<file path="config.mk">
export PLATFORM = sky130hd
export DESIGN_NAME = dfp_addsub
export DESIGN_NICKNAME = d
export VERILOG_FILES = /design/src/rtl/dfp_pkg.sv /design/src/rtl/bcd_digit_add.sv /design/src/rtl/bcd_add.sv /design/src/rtl/bcd_inc.sv /design/src/rtl/digit_rshift.sv /design/src/rtl/dfp_addsub.sv
export SDC_FILE = /design/constraint.sdc
export NUM_CORES = 1
export LEC_CHECK = 0
export CAP_MARGIN = 20
export CORE_MARGIN = 2
export CORE_UTILIZATION = 35
export CTS_CLUSTER_SIZE = 12
export DETAILED_ROUTE_END_ITERATION = 16
export GPL_ROUTABILITY_DRIVEN = 0
export GPL_TIMING_DRIVEN = 0
export SLEW_MARGIN = 20
export SYNTH_ARGS = -nofsm -noshare
export SYNTH_HDL_FRONTEND = slang
export SYNTH_HIERARCHICAL = 1
export SYNTH_SLANG_ARGS = --single-unit
</file>
<file path="constraint.sdc">
create_clock -name clk -period 51.8 [get_ports clk]
set_input_delay 7.77 -clock clk [delete_from_list [all_inputs] [get_ports clk]]
set_output_delay 7.77 -clock clk [all_outputs]
set_load 0.01 [all_outputs]
</file>
<file path="src/rtl/dfp_pkg.sv">
// Shared constants and the function-code encoding for the decimal
// floating-point adder/subtractor. Assumes 4-bit BCD digits throughout.
package dfp_pkg;
    localparam int SIG_DIGITS = 16;
    localparam int EXP_BITS   = 10;

    typedef enum logic [1:0] {
        OP_ADD  = 2'b00,
        OP_SUB  = 2'b01,
        OP_OFF0 = 2'b10,
        OP_OFF1 = 2'b11
    } op_e;
endpackage

</file>
<file path="src/rtl/bcd_digit_add.sv">
// One decimal digit adder cell: a + b + ci with decimal correction.
// Assumes both inputs are legal BCD digits (0..9).
module bcd_digit_add (
    input  logic [3:0] a,
    input  logic [3:0] b,
    input  logic       ci,
    output logic [3:0] s,
    output logic       co
);
    logic [4:0] raw;
    logic [4:0] adj;

    // Binary sum, then add six when the digit overflows past nine.
    always_comb begin
        raw = {1'b0, a} + {1'b0, b} + {4'b0, ci};
        adj = raw + 5'd6;
        co  = (raw > 5'd9);
        s   = co ? adj[3:0] : raw[3:0];
    end
endmodule

</file>
<file path="src/rtl/bcd_add.sv">
// N-digit ripple BCD adder made from bcd_digit_add cells.
// Assumes BCD operands; co is the carry out of the top digit.
module bcd_add #(
    parameter int N = 17
) (
    input  logic [4*N-1:0] a,
    input  logic [4*N-1:0] b,
    input  logic           ci,
    output logic [4*N-1:0] sum,
    output logic           co
);
    logic [N:0] c;

    assign c[0] = ci;
    assign co   = c[N];

    // One cell per digit, carry chained upward.
    for (genvar i = 0; i < N; i++) begin : g_dig
        bcd_digit_add u_cell (
            .a  (a[4*i +: 4]),
            .b  (b[4*i +: 4]),
            .ci (c[i]),
            .s  (sum[4*i +: 4]),
            .co (c[i+1])
        );
    end
endmodule

</file>
<file path="src/rtl/bcd_inc.sv">
// Adds one to an N-digit BCD value; the carry out of the top digit is
// discarded. Assumes a BCD input.
module bcd_inc #(
    parameter int N = 17
) (
    input  logic [4*N-1:0] din,
    output logic [4*N-1:0] dout
);
    logic [N-1:0] c;

    assign c[0] = 1'b1;

    // A digit rolls to zero and passes the carry on only when it holds nine.
    for (genvar i = 0; i < N; i++) begin : g_dig
        logic nine;
        assign nine = (din[4*i +: 4] == 4'd9);
        assign dout[4*i +: 4] = (c[i] & nine) ? 4'd0 : din[4*i +: 4] + {3'b000, c[i]};
        if (i < N - 1) begin : g_carry
            assign c[i+1] = c[i] & nine;
        end
    end
endmodule

</file>
<file path="src/rtl/digit_rshift.sv">
// Single-pass barrel shifter moving an N-digit value right by amt whole
// digits. Amounts of N or more give zero. Assumes $clog2(N) <= AMT_W.
module digit_rshift #(
    parameter int N     = 17,
    parameter int AMT_W = 10
) (
    input  logic [4*N-1:0]   din,
    input  logic [AMT_W-1:0] amt,
    output logic [4*N-1:0]   dout
);
    localparam int STAGES = $clog2(N);

    logic [4*N-1:0] stg [0:STAGES];
    logic           flush;

    assign stg[0] = din;
    assign flush  = (amt >= AMT_W'(N));

    // Stage k moves the value by 2**k digits when bit k of the amount is set.
    for (genvar k = 0; k < STAGES; k++) begin : g_stage
        assign stg[k+1] = amt[k] ? (stg[k] >> (4 * (2 ** k))) : stg[k];
    end

    assign dout = flush ? '0 : stg[STAGES];
endmodule

</file>
<file path="src/rtl/dfp_addsub.sv">
// Decimal floating-point adder/subtractor on unpacked operands.
// Orders operands by exponent, aligns the smaller one with a digit barrel
// shifter, adds or subtracts in a DIGITS+1 digit BCD adder (nines'
// complement with end-around increment), truncates to DIGITS digits and
// registers sign, exponent and significand. Assumes BCD significands.
module dfp_addsub
    import dfp_pkg::*;
#(
    parameter int DIGITS = SIG_DIGITS,
    parameter int EXP_W  = EXP_BITS
) (
    input  logic                clk,
    input  logic                rst_n,
    input  logic [1:0]          op,
    input  logic                a_sign,
    input  logic [EXP_W-1:0]    a_exp,
    input  logic [4*DIGITS-1:0] a_sig,
    input  logic                b_sign,
    input  logic [EXP_W-1:0]    b_exp,
    input  logic [4*DIGITS-1:0] b_sig,
    output logic                res_sign,
    output logic [EXP_W-1:0]    res_exp,
    output logic [4*DIGITS-1:0] res_sig
);
    localparam int SIG_W = 4 * DIGITS;
    localparam int WD    = DIGITS + 1;
    localparam int WW    = 4 * WD;

    logic              eff_sub, swap;
    logic              large_sign;
    logic [EXP_W-1:0]  large_exp, small_exp, shift_amt;
    logic [SIG_W-1:0]  large_sig, small_sig;
    logic [WW-1:0]     small_al, addend, raw_sum, inc_sum, sum_nines, mag;
    logic              raw_co, trunc, mag_zero;
    logic              nxt_sign;
    logic [EXP_W-1:0]  nxt_exp;
    logic [SIG_W-1:0]  nxt_sig;

    // Effective operation and operand ordering by exponent.
    always_comb begin
        eff_sub    = a_sign ^ b_sign ^ (op == OP_SUB);
        swap       = (a_exp < b_exp);
        large_sign = swap ? (b_sign ^ (op == OP_SUB)) : a_sign;
        large_exp  = swap ? b_exp : a_exp;
        large_sig  = swap ? b_sig : a_sig;
        small_exp  = swap ? a_exp : b_exp;
        small_sig  = swap ? a_sig : b_sig;
        shift_amt  = large_exp - small_exp;
    end

    digit_rshift #(.N(WD), .AMT_W(EXP_W)) u_align (
        .din  ({4'h0, small_sig}),
        .amt  (shift_amt),
        .dout (small_al)
    );

    // Per-digit nines' complement of the addend and of the raw sum.
    for (genvar i = 0; i < WD; i++) begin : g_nines
        assign addend[4*i +: 4]    = eff_sub ? (4'd9 - small_al[4*i +: 4]) : small_al[4*i +: 4];
        assign sum_nines[4*i +: 4] = 4'd9 - raw_sum[4*i +: 4];
    end

    bcd_add #(.N(WD)) u_add (
        .a   ({4'h0, large_sig}),
        .b   (addend),
        .ci  (1'b0),
        .sum (raw_sum),
        .co  (raw_co)
    );

    bcd_inc #(.N(WD)) u_eac (
        .din  (raw_sum),
        .dout (inc_sum)
    );

    // Magnitude selection, truncation, exponent fix-up and sign.
    always_comb begin
        if (!eff_sub)   mag = raw_sum;
        else if (raw_co) mag = inc_sum;
        else             mag = sum_nines;
        trunc    = (mag[WW-1 -: 4] != 4'h0);
        mag_zero = (mag == '0);
        nxt_sig  = trunc ? mag[WW-1:4] : mag[SIG_W-1:0];
        nxt_exp  = large_exp + EXP_W'(trunc);
        nxt_sign = mag_zero ? 1'b0 : (large_sign ^ (eff_sub & ~raw_co));
        if (op[1]) begin
            nxt_sig  = '0;
            nxt_exp  = '0;
            nxt_sign = 1'b0;
        end
    end

    // Result register with synchronous active-low reset.
    always_ff @(posedge clk) begin
        if (!rst_n) begin
            res_sign <= 1'b0;
            res_exp  <= '0;
            res_sig  <= '0;
        end else begin
            res_sign <= nxt_sign;
            res_exp  <= nxt_exp;
            res_sig  <= nxt_sig;
        end
    end
endmodule

</file>
==> impl_results.md, run 1 <==
* TritonCTS clock tree: yes
* Maximum fanout along the worst path at 10
* Vias in the first global route at ~16000
* # diodes at 0
* Drt drc at 0
* Routed len/inst at 22.76 um
* TritonRoute pass-1 iters at 6
* Fin Setup TNS at 0 ns
* Die Y at between 200 and 250 um
* Root Buffer: clkbuf_16
* I/O pins at ~230
* FFs w/ async S/R, synth at 0
* Clock Sinks at 75
* Outcome: complete, no violations
* Die width at 220.0 um
* I/O Buffers at 228
* Startpoint types: input pin
* WL final at roughly 65000 um
* Filler Cell Count at 4677
* CORE AREA at 0.04626 mm2
* Power Dens Cells at slightly above 60 mW/mm2
* GRT busiest layer: met2
* Post-CTS Resized at 0
* Cell area after synthesis at approximately 0.016 mm2
* Worst Tran Pin Value at 1.137 ns
* First-pass GRT wire length at about 98000 um
* Power Total at 0.001202 W
* Synth Register Bits at 75
* Syn-to-layout area delta at 20.62%
* Syn Inst Count at a little over 2000
* Setup bufs post-CTS at 0
* Finished Core Util at 0.4259
* Maximum operating frequency at approximately 0.022 GHz
* Critical path data arrival time at around 46 ns
* Area post-placement at just under 0.02 mm2
* Crit. End Element: register
* Final net count at 2600
* Top_reg_cell synth: dfxtp_1
* M1 GR Usage at 0.3523
* Hpwl dp at 55600 um
* Sequential share of the synthesized area at 0.09193
* Cell Rows at 79
* Total gr overflow at 0
* Endpoints failing setup at 0
* Worst path slowest cell: clkdlybuf4s50_1
* Crit path time final at 45.58 ns
* VDD IR max at approximately 0.000032 V
* Largest net degree at the start of global routing at 14
* Synth cell types at 84
* Post-synth EDFFs at 0
* Die ar. at roughly 0.048 mm2
* Clk pin slew, worst setup/hold paths at 0.06 ns
* Critical Path RT at 52.00 ns
* Hold Path Depth at 4
* CTS H-tree lvls at 3
* Slew Limit Fails at 0
* Sink of the worst hold path: res_exp[9]
* Avg Vias per Cell at around 6
* Via count at ~17000
* Leak at between 8 and 9 nW
* Max cap viols at 0
* Delay of the slowest critical-path stage at between 0.6 and 0.7 ns
* CP most frequent cell: fa_1
* Design area at about 0.02 mm2
* Layout cells sized above 1 at 0.1330
* Starting Density at 0.3531
* Post-DRT Antenna Nets at 0
* Synth Area per Inst at 8.114 um2
* Total Routing Usage GR at 0.2647
* Syn. warnings at 6
* Post-CTS Hold Fix Bufs at 0
* Hold path startpoint: b_exp[9]
* RSZ-0062 raised after global routing: no
* Met3 Use GR at 0.02788
* Met2 Use GR at 0.4211
* 1st-iter DRT viols at approximately 2100
* Final period util at 0.8800
* Crit Path Category: in2reg
* Hold Path Class: in2reg
* Initial antenna violation count at 0
* Worst slew margin at 0.2202
* Num CTS Buffers at 9
* Number of hold violations in the final report at 0
* Clk buf depth at 2
cells in the mapped netlist (12+ instances only):
library cell / n / area (um2)
o22ai_1: 33 / 206.5
xnor2_1: 97 / 849.6
inv_1: 128 / 480.5
buf_6: 12 / 135.1
nand4_1: 18 / 112.6
and2_1: 26 / 162.7
o31ai_4: 18 / 382.9
ha_1: 147 / 1839
mux2_2: 135 / 1520
buf_2: 42 / 210.2
clkbuf_1: 34 / 127.6
a21o_2: 17 / 148.9
nor3b_1: 12 / 90.09
nor4_1: 23 / 143.9
a211oi_1: 36 / 270.3
buf_1: 12 / 45.04
a21oi_1: 123 / 615.6
nand3_1: 68 / 340.3
a2111oi_0: 17 / 148.9
and3_1: 42 / 262.8
nand2_1: 128 / 480.5
dfxtp_1: 75 / 1501
xor2_1: 17 / 148.9
nor2b_1: 47 / 294.0
nand2b_1: 16 / 100.1
o21ai_0: 62 / 310.3
mux4_2: 21 / 473.0
nor3_1: 24 / 120.1
o211ai_1: 18 / 135.1
a31o_1: 17 / 148.9
mux4_1: 12 / 315.3
nor2_1: 222 / 833.3
fa_1: 34 / 680.7
a22oi_1: 30 / 225.2
mux2i_1: 130 / 1301
critical path, delay by kind of cell:
family	cells	cell delay, ns
xor+xnor	18	5.02
compound gates	45	7.59
buf+inv	12	2.70
mux	3	0.69
fa+ha+maj	55	19.62
simple gates	8	2.28
power by group:
group / internal [W] / switching, W / total, W
registers: 0.0000805 / 0.00000650 / 0.0000870
clock network: 0.0000327 / 0.0000231 / 0.0000557
logic: 0.000406 / 0.000654 / 0.00106
cell type report:
cell class | instances | area [um2] | area share
multi-input combinational | 1713 | 13790 | 0.7002
timing repair buffer | 228 | 2282 | 0.1158
sequential | 75 | 1501 | 0.07621
tap | 607 | 759.5 | 0.03855
buffer | 108 | 603.1 | 0.03061
inverter | 130 | 490.5 | 0.02490
clock buffer | 11 | 232.7 | 0.01181
clock inverter | 5 | 37.54 | 0.001905
worst max-delay path by stage:
stage                     startpoint          to  slack (ns)  cells past startpoint
after floorplan             b_exp[8]  res_exp[6]       11.47                    141
after global placement      b_exp[4]  res_exp[4]        7.43                    142
after detailed placement    b_exp[7]  res_exp[4]        6.31                    142
after CTS                   b_exp[4]  res_exp[4]        6.55                    142
after global routing        b_exp[7]  res_exp[4]        3.98                    141
final                       b_exp[3]  res_exp[4]        6.22                    141
placed cells by master (no fill, tap or decap), drive strengths merged, types with 19 or more instances in the layout:
cell type / instances
a211oi: 38
a21o: 22
a21oi: 123
a22oi: 30
and2: 26
and3: 42
buf: 74
clkbuf: 45
clkdlybuf4s50: 228
dfxtp: 75
fa: 34
ha: 147
inv: 132
mux2: 136
mux2i: 130
mux4: 33
nand2: 129
nand3: 68
nand4: 20
nor2: 222
nor2b: 48
nor3: 27
nor4: 28
o21ai: 64
o22ai: 33
o31ai: 19
xnor2: 97
metrics by stage:
step	hold slack [ns]	worst slack, ns	instances
6_report	8.230	6.216	2877
3_5_place_dp	8.507	6.311	2861
3_3_place_gp	8.508	7.434	2861
5_1_grt	8.274	3.980	2877
4_1_cts	8.227	6.549	2877
2_1_floorplan	7.975	11.47	2026
logic make-up after synthesis:
logic type               share of synthesized area
AO/OA/AOI/OAI                               0.1899
XOR/XNOR                                   0.06404
adder cells (fa/ha/maj)                     0.1543
buffers and inverters                      0.06695
flip-flops                                 0.09193
multiplexers                                0.2219
other                                    0.0002296
AND/OR/NAND/NOR                             0.2107
sequential cells by signal, indices dropped and copies added (netlist names):
register  flops
res_sign      1
res_exp      10
res_sig      64
metal layers:
layer / vias to the layer above / share of wire
met5: - / 0
met4: 0 / 0.058
li1: 7877 / -
met3: 220 / 0.088
met1: 7935 / 0.42
met2: 1143 / 0.43
(Power assumes the default switching activity.)
==> run 2: changes to the inputs <==
--- a/config.mk
+++ b/config.mk
@@ -5,9 +5,11 @@
 export SDC_FILE = /design/constraint.sdc
 export NUM_CORES = 1
 export LEC_CHECK = 0
-export CAP_MARGIN = 20
+export CAP_MARGIN = 25
 export CORE_MARGIN = 2
 export CORE_UTILIZATION = 35
+export CTS_BUF_LIST = sky130_fd_sc_hd__clkbuf_4
+export CTS_CLUSTER_DIAMETER = 30
 export CTS_CLUSTER_SIZE = 12
 export DETAILED_ROUTE_END_ITERATION = 16
 export GPL_ROUTABILITY_DRIVEN = 0
==> impl_results.md, run 2 (synthesized netlist as in run 1, its figures left out) <==
* Outcome: complete, no violations
* Clock Sinks at 75
* Largest net degree at the start of global routing at 14
* CORE AREA at approximately 0.046 mm2
* Clk buf depth at 2
* Die ar. at 0.04841 mm2
* Via count at roughly 17000
* Finished Core Util at 0.4227
* TritonCTS clock tree: yes
* Most common cell after layout, fill and taps aside: clkdlybuf4s50_1
* Leak at about 8 nW
* Crit Path Category: in2reg
* Vias in the first global route at 16390
* Startpoint types: input pin
* Most flop-heavy register: res_sig
* Worst path slowest cell: or4_4
* Initial antenna violation count at 1
* Routed len/inst at about 23 um
* Pre-CTS setup slack at 6.311 ns
* Hold path startpoint: b_exp[9]
* Setup bufs post-CTS at 0
* VDD IR max at between 0.00002 and 0.00003 V
* Critical Path RT at roughly 52 ns
* Post-DRT Antenna Nets at 0
* Critical path data arrival time at 45.82 ns
* I/O pins at 229
* Avg Vias per Cell at 5.967
* Max cap viols at 0
* Starting Density at 0.3531
* Cell Rows at 79
* Critical path's top delay family: adder cells
* Layout cells sized above 1 at 0.1339
* Sink of the worst hold path: res_exp[9]
* TritonRoute pass-1 iters at 6
* Slew Limit Fails at 0
* Number of hold violations in the final report at 0
* Delay of the slowest critical-path stage at between 0.6 and 0.7 ns
* Fin Setup TNS at 0 ns
* Drt drc at 0
* Maximum operating frequency at about 0.022 GHz
* Syn-to-layout area delta at 19.72%
* CTS H-tree lvls at 3
* Die Y at roughly 220 um
* Hold Path Depth at 4
* Crit path time final at approximately 46 ns
* Final period util at 0.8791
* Total gr overflow at 0
* CP most frequent cell: fa_1
* Hpwl dp at between 50000 and 60000 um
* Power Dens Cells at between 60 and 70 mW/mm2
* RSZ-0062 raised after global routing: no
* Die width at roughly 220 um
* Post-CTS Resized at 0
* Final worst slack at between 6 and 7 ns
* Worst slew margin at 0.2237
* I/O Buffers at 228
* Critical path buffer and inverter count at 12
* Post-CTS Hold Fix Bufs at 0
* Clk pin slew, worst setup/hold paths at around 0.12 ns
* Endpoints failing setup at 0
* WL final at 65290 um
* 1st-iter DRT viols at between 2000 and 2500
* Worst Tran Pin Value at about 1.1 ns
* Number of flip-flops in the largest register at 64
* First-pass GRT wire length at 98030 um
* Maximum fanout along the worst path at 10
* Crit. End Element: register
* Total Routing Usage GR at 0.2645
* Leading cell types in the layout, fill and taps excluded: clkdlybuf4s50_1 (228), nor2_1 (222), ha_1 (147)
* Root Buffer: clkbuf_4
* Final net count at between 2000 and 3000
* Hold Path Class: in2reg
* Num CTS Buffers at 9
* Biggest regs: res_sig (64), res_exp (10), res_sign (1)
-- run 2: cell types whose count changed in the layout (fill, tap and decap cells not counted), sizes merged --
cell | before | now
diode | 0 | 1
-- run 2: worst max path at each step --
stage,cells past startpoint,start,slack [ns],endpoint
2_1_floorplan,141,b_exp[8],11.47,res_exp[6]
3_3_place_gp,142,b_exp[4],7.43,res_exp[4]
3_5_place_dp,142,b_exp[7],6.31,res_exp[4]
4_1_cts,142,b_exp[4],6.66,res_exp[4]
5_1_grt,141,b_exp[7],4.09,res_exp[4]
6_report,142,b_exp[7],6.26,res_exp[4]
-- run 2: cell type report --
class | instances | area [um2]
timing repair buffer | 228 | 2282
inverter | 130 | 490.5
buffer | 108 | 603.1
sequential | 75 | 1501
fill | 4695 | 26710
tap | 607 | 759.5
antenna | 1 | 2.502
multi-input combinational | 1713 | 13790
clock buffer | 11 | 82.58
clock inverter | 5 | 37.54
-- run 2: stage by stage --
stage	hold slack, ns	power [W]	instance area (um2)	instances
3_5_place_dp	8.507	0.001109	19420	2861
6_report	8.137	0.001176	19550	2878
3_3_place_gp	8.508	0.001088	19420	2861
2_1_floorplan	7.975	0.0007834	16380	2026
5_1_grt	8.164	0.001259	19550	2878
4_1_cts	8.117	0.001144	19540	2877
-- run 2: power by group --
| group | leakage, nW | internal [W] | total [W] | switching [W] |
|---|---|---|---|---|
| clock network | 0.0639 | 0.0000112 | 0.0000310 | 0.0000198 |
| registers | 0.616 | 0.0000802 | 0.0000867 | 0.00000648 |
| logic | 7.30 | 0.000406 | 0.00106 | 0.000653 |
| total | 7.98 | 0.000497 | 0.00118 | 0.000679 |
-- run 2: layer usage --
metal / GRT usage / share of wire / vias to the layer above
met4: 0.1400 / 0.061 / 0
met3: 0.02995 / 0.090 / 251
li1: - / - / 7881
met1: 0.3509 / 0.42 / 7961
met2: 0.4201 / 0.43 / 1080
met5: 0 / 0 / -
==> run 3: changes to the inputs <==
--- a/config.mk
+++ b/config.mk
@@ -14,6 +14,7 @@
 export DETAILED_ROUTE_END_ITERATION = 16
 export GPL_ROUTABILITY_DRIVEN = 0
 export GPL_TIMING_DRIVEN = 0
+export PLACE_DENSITY = 0.61
 export SLEW_MARGIN = 20
 export SYNTH_ARGS = -nofsm -noshare
 export SYNTH_HDL_FRONTEND = slang
==> impl_results.md, run 3 (synthesized netlist as in run 1, its figures left out) <==
* Final net count at 2603
* Crit. End Element: register
* Starting Density at 0.3531
* Critical path data arrival time at about 46 ns
* Placed insts at roughly 2900
* Worst slew margin at 0.2442
* Die width at 220.0 um
* Most common cell after layout, fill and taps aside: clkdlybuf4s50_1
* CP most frequent cell: fa_1
* 1st-iter DRT viols at roughly 1900
* RSZ-0062 raised after global routing: no
* Startpoint types: input pin
* TritonRoute pass-1 iters at 6
* Max cap viols at 0
* Die ar. at approximately 0.048 mm2
* I/O Buffers at approximately 230
* Total gr overflow at 0
* Number of flip-flops in the largest register at 64
* Vias in the first global route at approximately 16000
* Number of hold violations in the final report at 0
* Hold path startpoint: b_exp[8]
* Root Buffer: clkbuf_4
* Delay of the slowest critical-path stage at between 0.6 and 0.7 ns
* Internal Power at 0.0004983 W
* Num CTS Buffers at 9
* Most flop-heavy register: res_sig
* Crit path time final at about 45 ns
* Clk pin slew, worst setup/hold paths at 0.12 ns
* Hold Path Depth at 4
* Outcome: complete, no violations
* Worst Tran Pin Value at around 1.1 ns
* Maximum fanout along the worst path at 10
* Routed len/inst at 22.72 um
* TritonCTS clock tree: yes
* Post-CTS Resized at 0
* Clock Sinks at 75
* Total Routing Usage GR at 0.2616
* Gate power share at 0.900
* Hpwl dp at 55270 um
* Hold Path Class: in2reg
* Post-DRT Antenna Nets at 0
* Power Total at 0.001180 W
* Cell Rows at 79
* Die Y at between 200 and 250 um
* CORE AREA at about 0.046 mm2
* Crit Path Category: in2reg
* Biggest regs: res_sig (64), res_exp (10), res_sign (1)
* Sink of the worst hold path: res_exp[8]
* Power Dens Cells at roughly 60 mW/mm2
* I/O pins at between 200 and 250
* CTS H-tree lvls at 3
* Net switching power at ~0.00068 W
* Initial antenna violation count at 0
* Fin Setup TNS at 0 ns
* Area post-placement at roughly 0.019 mm2
* Syn-to-layout area delta at 19.79%
* Slew Limit Fails at 0
* VDD IR max at about 0.000031 V
* Via count at around 17000
* Endpoints failing setup at 0
* Switching Fraction at 0.5778
* Seq pwr share at 0.074
* WL final at ~65000 um
* Design area at 0.01957 mm2
* Layout cells sized above 1 at 0.1346
* Drt drc at 0
* First-pass GRT wire length at roughly 97000 um
* Maximum operating frequency at 0.02202 GHz
* Leak at approximately 8 nW
* Avg Vias per Cell at just under 6
* Clock network fraction of total power at 0.027
* Worst setup startpoint: b_exp[2]
* Setup bufs post-CTS at 0
* # diodes at 0
* Critical Path RT at roughly 52 ns
* Non-filler cells, final at 2880
* Largest net degree at the start of global routing at 14
* Clk buf depth at 2
* Leading cell types in the layout, fill and taps excluded: clkdlybuf4s50_1 (228), nor2_1 (222), ha_1 (147)
* Post-CTS Hold Fix Bufs at 0
* Final period util at 0.8765
* Worst path slowest cell: a221oi_1
## run 3: worst max path at each step
stage	endpoint	slack [ns]
final	res_exp[6]	6.40
after global routing	res_exp[6]	3.98
after CTS	res_exp[6]	6.67
after detailed placement	res_exp[6]	6.34
after global placement	res_exp[6]	7.49
after floorplan	res_exp[6]	11.47
## run 3: stage by stage
| step | util | setup WS (ns) | hold slack [ns] |
|---|---|---|---|
| floorplan | - | 11.47 | 7.975 |
| global placement | 0.4199 | 7.487 | 8.509 |
| detailed placement | 0.4199 | 6.337 | 8.508 |
| CTS | 0.4225 | 6.671 | 8.121 |
| global route | 0.4230 | 3.979 | 8.172 |
| finish | 0.4230 | 6.396 | 8.130 |
## run 3: cell type report
cell class | count | area [um2]
fillers | 4686 | 26690
clock buffers | 11 | 82.58
repair buffers | 231 | 2305
plain buffers | 108 | 603.1
multi-input cells | 1713 | 13790
inverters | 130 | 490.5
clock inverters | 5 | 37.54
well taps | 607 | 759.5
flip-flops and latches | 75 | 1501
## run 3: power groups by stage
stage          Sequential [W]  Combinational (W)   Clock, W
2_1_floorplan       0.0000992           0.000684          0
3_3_place_gp        0.0000890            0.00100          0
3_5_place_dp        0.0000893            0.00102          0
4_1_cts             0.0000878            0.00102  0.0000326
5_1_grt             0.0000893            0.00114  0.0000343
6_report            0.0000872            0.00106  0.0000313
## run 3: worst max-delay path: cells and delay by family
kind | cells | cell delay (ns)
and+or+nand+nor | 8 | 1.98
buffers and inverters | 12 | 2.71
xor gates and xnor gates | 19 | 5.25
AOI/OAI and AO/OA | 45 | 7.36
adders and majority gates | 56 | 19.90
muxes | 3 | 0.69
## run 3: layer usage
layer / track usage / part of all wire / vias up / routed length [um]
met1: 0.3391 / 0.42 / 7964 / 27380
met4: 0.1257 / 0.052 / 0 / 3401
met2: 0.4243 / 0.44 / 1065 / 28610
met3: 0.03906 / 0.092 / 234 / 6045
met5: 0 / 0 / - / 0
li1: - / - / 7876 / -
